<file path="config.mk">
export PLATFORM = sky130hd
export DESIGN_NAME = isdn_host_window
export DESIGN_NICKNAME = d
export VERILOG_FILES = /design/src/rtl/hw_pkg.sv /design/src/rtl/hw_index_decode.sv /design/src/rtl/hw_irq_agg.sv /design/src/rtl/hw_ctl_fsm.sv /design/src/rtl/isdn_host_window.sv
export SDC_FILE = /design/constraint.sdc
export NUM_CORES = 1
export LEC_CHECK = 0
export ABC_CLOCK_PERIOD_IN_PS = 3300
export BUFFER_PORTS_ARGS = -buffer_cell sky130_fd_sc_hd__clkbuf_2
export CAP_MARGIN = 20
export CORE_UTILIZATION = 40
export CTS_BUF_LIST = sky130_fd_sc_hd__clkbuf_4
export DETAILED_ROUTE_END_ITERATION = 16
export GPL_TIMING_DRIVEN = 0
export PLACE_DENSITY = 0.78
export SYNTH_ARGS = -nofsm -noshare
export SYNTH_HDL_FRONTEND = slang
export SYNTH_SLANG_ARGS = --single-unit
</file>
<file path="constraint.sdc">
create_clock -name clk -period 3.3 [get_ports clk]
set_input_delay 0.165 -clock clk [delete_from_list [all_inputs] [get_ports clk]]
set_output_delay 0.165 -clock clk [all_outputs]
set_load 0.01 [all_outputs]
</file>
<file path="src/rtl/hw_pkg.sv">
package hw_pkg;
    localparam int ADDR_W   = 5;
    localparam int DATA_W   = 8;
    localparam int IDX_W    = 3;
    localparam int N_TGT    = 5;
    localparam int N_SRC    = 3;
    localparam int OFF_CTL  = 2;
    localparam int OFF_LINE = 3;
    localparam int OFF_IDX  = 4;
    localparam int WIN_BASE = 16;

    typedef enum logic [1:0] {
        MODE_QUIET = 2'd0,
        MODE_HELD  = 2'd1,
        MODE_RUN   = 2'd2
    } mode_e;

    // index code owned by each one-hot target position
    function automatic logic [IDX_W-1:0] tgt_code(input int t);
        case (t)
            0: tgt_code = 3'd0;
            1: tgt_code = 3'd1;
            2: tgt_code = 3'd2;
            3: tgt_code = 3'd4;
            default: tgt_code = 3'd6;
        endcase
    endfunction
endpackage

</file>
<file path="src/rtl/hw_index_decode.sv">
module hw_index_decode
    import hw_pkg::*;
#(
    parameter int IW = IDX_W,
    parameter int NT = N_TGT
) (
    input  logic          clk,
    input  logic          rst_n,
    input  logic          idx_we,
    input  logic [IW-1:0] idx_wdata,
    output logic [IW-1:0] idx_q,
    output logic [NT-1:0] sel
);
    always_ff @(posedge clk or negedge rst_n) begin
        if (!rst_n)      idx_q <= '0;
        else if (idx_we) idx_q <= idx_wdata;
    end

    for (genvar t = 0; t < NT; t++) begin : g_tgt
        assign sel[t] = (idx_q == tgt_code(t));
    end
endmodule

</file>
<file path="src/rtl/hw_irq_agg.sv">
module hw_irq_agg
    import hw_pkg::*;
#(
    parameter int NS = N_SRC
) (
    input  logic          clk,
    input  logic          rst_n,
    input  logic          irq_en,
    input  logic [NS-1:0] src_n,
    output logic          irq_q
);
    logic pending;
    assign pending = ~(&src_n);

    always_ff @(posedge clk or negedge rst_n) begin
        if (!rst_n) irq_q <= 1'b0;
        else        irq_q <= irq_en & pending;
    end
endmodule

</file>
<file path="src/rtl/hw_ctl_fsm.sv">
module hw_ctl_fsm
    import hw_pkg::*;
#(
    parameter int DW = DATA_W
) (
    input  logic          clk,
    input  logic          rst_n,
    input  logic          ctl_we,
    input  logic          line_we,
    input  logic [DW-1:0] wdata,
    output logic          dev_reset,
    output logic          timer_dis,
    output logic          timer_clr,
    output logic          irq_en,
    output logic          test_bit,
    output logic [3:0]    irq_sel,
    output logic          line_bus_en,
    output mode_e         mode
);
    logic [4:0] ctl_q;
    logic [4:0] line_q;
    mode_e      state_q, state_d;

    always_ff @(posedge clk or negedge rst_n) begin
        if (!rst_n) begin
            ctl_q  <= '0;
            line_q <= '0;
        end else begin
            if (ctl_we)  ctl_q  <= wdata[4:0];
            if (line_we) line_q <= {wdata[7], wdata[3:0]};
        end
    end

    always_ff @(posedge clk or negedge rst_n) begin
        if (!rst_n) state_q <= MODE_QUIET;
        else        state_q <= state_d;
    end

    always_comb begin
        state_d = state_q;
        if (ctl_we) begin
            if (wdata[0])              state_d = MODE_HELD;
            else if (wdata[4:0] == '0) state_d = MODE_QUIET;
            else                       state_d = MODE_RUN;
        end
    end

    always_comb begin
        mode      = state_q;
        dev_reset = 1'b0;
        unique case (state_q)
            MODE_QUIET: dev_reset = 1'b0;
            MODE_HELD:  dev_reset = 1'b1;
            MODE_RUN:   dev_reset = 1'b0;
            default:    dev_reset = 1'b0;
        endcase
        timer_dis   = ctl_q[1];
        timer_clr   = ctl_q[2];
        irq_en      = ctl_q[3] & (state_q != MODE_QUIET);
        test_bit    = ctl_q[4];
        irq_sel     = line_q[3:0];
        line_bus_en = line_q[4];
    end
endmodule

</file>
<file path="src/rtl/isdn_host_window.sv">
module isdn_host_window
    import hw_pkg::*;
(
    input  logic              clk,
    input  logic              rst_n,
    input  logic [ADDR_W-1:0] bus_addr,
    input  logic              bus_wr,
    input  logic              bus_rd,
    input  logic [DATA_W-1:0] bus_wdata,
    output logic [DATA_W-1:0] bus_rdata,
    input  logic [DATA_W-1:0] win_rdata,
    output logic [3:0]        win_addr,
    output logic [DATA_W-1:0] win_wdata,
    output logic              win_wr,
    output logic              win_rd,
    output logic [N_TGT-1:0]  tgt_sel,
    input  logic              src_xcvr_n,
    input  logic              src_hdlc_n,
    input  logic              src_timer_n,
    output logic              irq_out,
    output logic              dev_reset,
    output logic              timer_dis,
    output logic              timer_clr,
    output logic              test_bit,
    output logic [3:0]        irq_sel,
    output logic              line_bus_en,
    output logic [1:0]        dev_mode
);
    localparam int WIN_HI = WIN_BASE >> 4;

    logic             hit_win, hit_ctl, hit_line, hit_idx, any_tgt, irq_en;
    logic [IDX_W-1:0] idx_q;
    logic [N_SRC-1:0] src_n;
    mode_e            mode;

    assign hit_win  = (bus_addr >> 4) == ADDR_W'(WIN_HI);
    assign hit_ctl  = bus_addr == ADDR_W'(OFF_CTL);
    assign hit_line = bus_addr == ADDR_W'(OFF_LINE);
    assign hit_idx  = bus_addr == ADDR_W'(OFF_IDX);
    assign src_n    = {src_timer_n, src_hdlc_n, src_xcvr_n};
    assign any_tgt  = |tgt_sel;

    hw_index_decode u_idx (
        .clk(clk), .rst_n(rst_n),
        .idx_we(bus_wr & hit_idx), .idx_wdata(bus_wdata[IDX_W-1:0]),
        .idx_q(idx_q), .sel(tgt_sel)
    );

    hw_ctl_fsm u_ctl (
        .clk(clk), .rst_n(rst_n),
        .ctl_we(bus_wr & hit_ctl), .line_we(bus_wr & hit_line),
        .wdata(bus_wdata),
        .dev_reset(dev_reset), .timer_dis(timer_dis), .timer_clr(timer_clr),
        .irq_en(irq_en), .test_bit(test_bit), .irq_sel(irq_sel),
        .line_bus_en(line_bus_en), .mode(mode)
    );

    hw_irq_agg u_irq (
        .clk(clk), .rst_n(rst_n), .irq_en(irq_en), .src_n(src_n), .irq_q(irq_out)
    );

    assign dev_mode  = mode;
    assign win_addr  = bus_addr[3:0];
    assign win_wdata = bus_wdata;
    assign win_wr    = bus_wr & hit_win & any_tgt;
    assign win_rd    = bus_rd & hit_win & any_tgt;

    always_comb begin
        bus_rdata = '0;
        if (hit_win)       bus_rdata = any_tgt ? win_rdata : '0;
        else if (hit_ctl)  bus_rdata = {{(DATA_W-N_SRC){1'b0}}, src_n};
        else if (hit_line) bus_rdata = {line_bus_en, 3'b000, irq_sel};
        else if (hit_idx)  bus_rdata = {{(DATA_W-IDX_W){1'b0}}, idx_q};
    end
endmodule

</file>
# After elaboration in Yosys (flattened, before gate mapping)
# Cells that the tools add are included.
# W data, S select, Z words.
[op_classes] n_bitwise=10 eq_ne=8 mux=8 reduce_logical=5
[ops] op="$mux W8" n=4
[ops] op="$eq A5 B2 Y1 const B" n=2
[ops] op="$and A1 B1 Y1" n=9
[ops] op="$eq A3 B3 Y1 const B" n=2
[ops] op="$eq A5 B3 Y1 const B" n=1
[ops] op="$logic_not A5 Y1" n=1
[ops] op="$reduce_or A5 Y1" n=1
[ops] op="$mux W2" n=2
[ops] op="$eq A3 B1 Y1 const B" n=1
[ops] op="$eq A3 B2 Y1 const B" n=1
[ops] op="$logic_not A3 Y1" n=1
[ops] op="$mux W3" n=1
[ops] op="$reduce_and A3 Y1" n=1
[ops] op="$eq A2 B1 Y1 const B" n=1
[ops] op="$reduce_bool A2 Y1" n=1
[ops] op="$mux W1" n=1
[ops] op="$not A1 Y1" n=1
[word_totals] inputBits=28 out_inout_bits=39 regBits=16

# Logic depth before layout (Yosys ltp)
[depth] word_depth=5 mapped_depth=3 ltp_nobuf=3

# Cells and area by module
# A second synthesis with hierarchy kept.
[hier_totals] cells_unflattened=85 hier_area_um2=984.7
[modules_own_cells] mod="hw_ctl_fsm" n_inst=1 area_per_inst_um2=461.7 cells_each=29
[modules_own_cells] mod="isdn_host_window" n_inst=1 area_per_inst_um2=342.8 cells_each=42
[modules_own_cells] mod="hw_index_decode" n_inst=1 area_per_inst_um2=145.1 cells_each=11
[modules_own_cells] mod="hw_irq_agg" n_inst=1 area_per_inst_um2=35.0 cells_each=3

# Least setup slack after synthesis
# OpenSTA, ideal clock, no wires.
[synth_timing] kind="input to register" from="input port bus_addr[1]" to="register u_idx.idx_q[0]" stages=3 path_buffers=0 setup_time_ns=0.125 t_arrival_ns=1.433 slack_ns=1.741 path_cell_list="or4b_4 or3b_4 mux2_4"
[synth_between] elab_chain_cells=2
[synth_lines] element="start: declaration" line="isdn_host_window.sv:6" rtl="input logic [ADDR_W-1:0] bus_addr,"
[synth_lines] element="$eq A5 B3 Y1" line="isdn_host_window.sv:39" rtl="assign hit_idx = bus_addr == ADDR_W'(OFF_IDX);"
[synth_lines] element="$and A1 B1 Y1" line="isdn_host_window.sv:45" rtl=".idx_we(bus_wr & hit_idx), .idx_wdata(bus_wdata[IDX_W-1:0]),"
[synth_lines] element="end signal: assignment" line="hw_index_decode.sv:16" rtl="else if (idx_we) idx_q <= idx_wdata;"
[synth_lines] element="end: declaration" line="hw_index_decode.sv:11" rtl="output logic [IW-1:0] idx_q,"
# No other way between the ends.
# A chain may end at the register's enable or synchronous reset.

# Worst setup path in the final report
[layout_timing] from="register u_idx.idx_q[2]" to="output port bus_rdata[2]"
[layout_between] elab_chain_cells=4 elab_cells_between_ends=11 classes_between="eq/ne (4); mux (5); reduce/logical (2)"
[layout_lines] element="$eq A3 B1 Y1 (tied with other cells)" line="hw_index_decode.sv:20" rtl="assign sel[t] = (idx_q == tgt_code(t));"
[layout_lines] element="$reduce_or A5 Y1 or $mux W8 (tied branches)" line="isdn_host_window.sv:41, isdn_host_window.sv:72"
[layout_lines] element="$mux W8 (on tied branches)" line="isdn_host_window.sv:70, isdn_host_window.sv:71"
[layout_lines] element="$mux W8 (*)" line="isdn_host_window.sv:70" rtl="if (hit_win) bus_rdata = any_tgt ? win_rdata : '0;"
[layout_lines] element="end: declaration" line="isdn_host_window.sv:10" rtl="output logic [DATA_W-1:0] bus_rdata,"
# Mark *: on every way between the ends. The rest lies on a longest branch, timed or not.

==> results.tsv <==
stage	metric	value	unit
sta	slew_violations	0	
sta	fin_ws	1.27	ns
global_routing	gr-usage-all-layers	18.1	%
yosys	synth.most_common_cell	dfrtp_1	
die	pin_count	67	
sta	rsz0062_at_grt	false	
yosys	ys_warn_count	0	
yosys	syn-cell-area	951	um2
yosys	yosysTopAreaCell	dfrtp_1	
critical_path	max_stage_delay	0.53	ns
clock_network	clock_latency	0.28	ns
routing	ant_nets	0	
hold_path	hold_path_startpoint	src_timer_n	
routing	wl_per_cell	12.4	um
clock_network	cts_setup_buffers	0	
die	rows	17	
clock_network	htreeDepth	1	
global_routing	antenna_found_initial	0	
placement	dpl_cell_area	1310	um2
yosys	synth.area.top_cells	dfrtp_1, mux2_2, buf_4, and3_1, mux2_4	
yosys	syn_nets	112	
die	die_w	50.8	um
sta	setup_viol_count_final	0	
placement	placed_cells	176	
clock_network	cts.clk_slew.worst_paths	0.09	ns
critical_path	cp-end-kind	output pin	
critical_path	reg2regPathDepth	1	
yosys	yosysSeqAreaShare	39.5	%
critical_path	crit_path_top_delay_cell	or4_1	
critical_path	worst_r2r_endpoint	u_idx.idx_q[2]	
layout	synthToLayoutAreaGrowth	41.3	%
critical_path	cp-start-kind	flop	
critical_path	cp_max_fo	9	
yosys	synth_top_cell_area_share	39.5	%
yosys	ys_seq_elements	15	
routing	avgViaCountPerCell	4.97	
layout	final_cell_area	1340	um2
hold_path	min_path_type	input pin to flop	
global_routing	grt_pass1_vias	801	
clock_network	numCtsBuffers	3	
sta	tightest_slew	0.419	ns
routing	wl	2250	um
layout	fin_cells	181	
routing	drt_iter0_drc	5	
clock_network	clock-sinks	15	
critical_path	crit_type	flop to output pin	
critical_path	path_cells	o21ai_1 > and3_1 > or4_1 > clkbuf_2	
yosys	synth_area_per_cell	11.3	um2
routing	routed-via-count	899	
hold_path	holdPathStages	2	
routing	drt_first_pass_iters	4	
critical_path	r2r_slack	2.46	ns
die	die_area	2580	um2
power_and_ir_drop	powerDensity	414	nW/um2
power_and_ir_drop	p_leak	0.781	nW
layout	drive_gt1_share	66.7	%
sta	fin_crit	2.03	ns
sta	finalSetupTns	0	ns
placement	place.gp.congestion	0.823	
clock_network	root_buffer	clkbuf_4	
critical_path	path_delay_family	simple AND/OR/NAND/NOR gates	
sta	achievable-frequency	493	MHz
routing	route.detailed.drc	0	
hold_path	holdPathEnd	u_irq.irq_q	
yosys	synth_enable_flop_cells	0	
global_routing	grt_pass1_wl	3490	um
yosys	synth_cell_types	25	
power_and_ir_drop	vdd_drop_max	0.000276	V
power_and_ir_drop	power	557	uW
sta	finalCritPeriodShare	61.5	%
die	fp.dieH	50.8	um
layout	antenna_cells	0	
critical_path	worst-path-buf-inv	1	
placement	hpwl	1800	um
layout	nets	182	
yosys	synth-main-ff-cell	dfrtp_1	
clock_network	cts_tree	done	
sta	finalClockSkew	0.00681	ns
yosys	synthCells	84	
global_routing	grt_max_degree	16	
global_routing	overflow	0	
die	coreArea	2230	um2
sta	slew-limit-headroom	71.8	%
placement	place_ws	1.57	ns
run_status	status	finished clean	
flow_run	max-cap-violations	0	
die	initial_utilization	42.6	%
sta	hold_viol	0	
critical_path	critPathArrivalTime	1.86	ns
yosys	async_flop_share	100	%
critical_path	reg2reg_from	u_idx.idx_q[2]	
critical_path	cp.required	3.13	ns
placement	io_buffers	64	
clock_network	clk_path_buf_depth	2	
yosys	synthTopCellsByCount	dfrtp_1, buf_4, and3_1, mux2_2, nor3b_1	
[worst max path at each step]
stage	slack, ns	start	endpoint	cells after the start
after global placement	1.58	bus_addr[0]	u_idx.idx_q[2]	4
final	1.27	u_idx.idx_q[2]	bus_rdata[2]	4
after CTS	1.26	u_idx.idx_q[2]	bus_rdata[2]	4
after detailed placement	1.57	bus_addr[0]	u_idx.idx_q[1]	4
after floorplan	1.74	bus_addr[1]	u_idx.idx_q[0]	3
after global routing	1.16	u_idx.idx_q[0]	bus_rdata[1]	4
[sequential cells by signal, summed over array words and instances (netlist names)]
register      count
u_irq.irq_q       1
u_ctl.line_q      5
u_ctl.ctl_q       5
u_ctl.mode        1
u_idx.idx_q       3
[cell families (layout without fill, tap and decap cells)]
group           Yosys count  in the layout  synth area share, %
mux                      14             14                 17.8
flops                    15             15                 39.5
simple gates             36             36                 28.6
compound gates            5              5                 3.55
buf+inv                  14             83                 10.7
[power by group]
part	switching, mW	internal (mW)	total [mW]
clock network	0.0573	0.0449	0.102
registers	0.0324	0.219	0.251
logic	0.0917	0.111	0.203
total	0.181	0.375	0.557
[cells in the final DEF, fill, tap and decap left out, types with 3 or more instances in the layout]
cell type and instances:
mux2_4 3, and4b_2 3, clkbuf_2 64, or4_1 3, buf_4 13, mux2_2 11, and3_1 11, dfrtp_1 15
clkbuf_4 3, nor3b_1 6
[through the flow]
step	utilization, %	hold WS (ns)
floorplan	-	-0.131
global placement	58.5	0.0860
detailed placement	58.5	0.0983
CTS	60.2	0.0681
global route	60.2	0.0788
finish	60.2	0.0854
[cell type report]
class / instances / area (um2)
plain buffers: 14 / 101
multi-input cells: 55 / 474
repair buffers: 65 / 330
flip-flops and latches: 15 / 375
well taps: 28 / 35.0
fillers: 206 / 890
clock inverters: 1 / 5.00
clock buffers: 3 / 22.5
[metal layers]
metal,vias to the layer above,GRT usage [%],routed length (um),part of all wire [%]
li1,442,-,-,-
met1,404,22.6,998,44
met2,51,31.3,1060,47
met3,2,2.42,172,7.7
met4,0,6.94,12,0.53
met5,-,0,0,0
[repair_timing]
action                                 CTS  global route
endpoints found under the hold margin   15             0
hold buffers                             1             0
gates resized for setup                  0             0
Note: power is estimated with default switching activity, not from simulation.
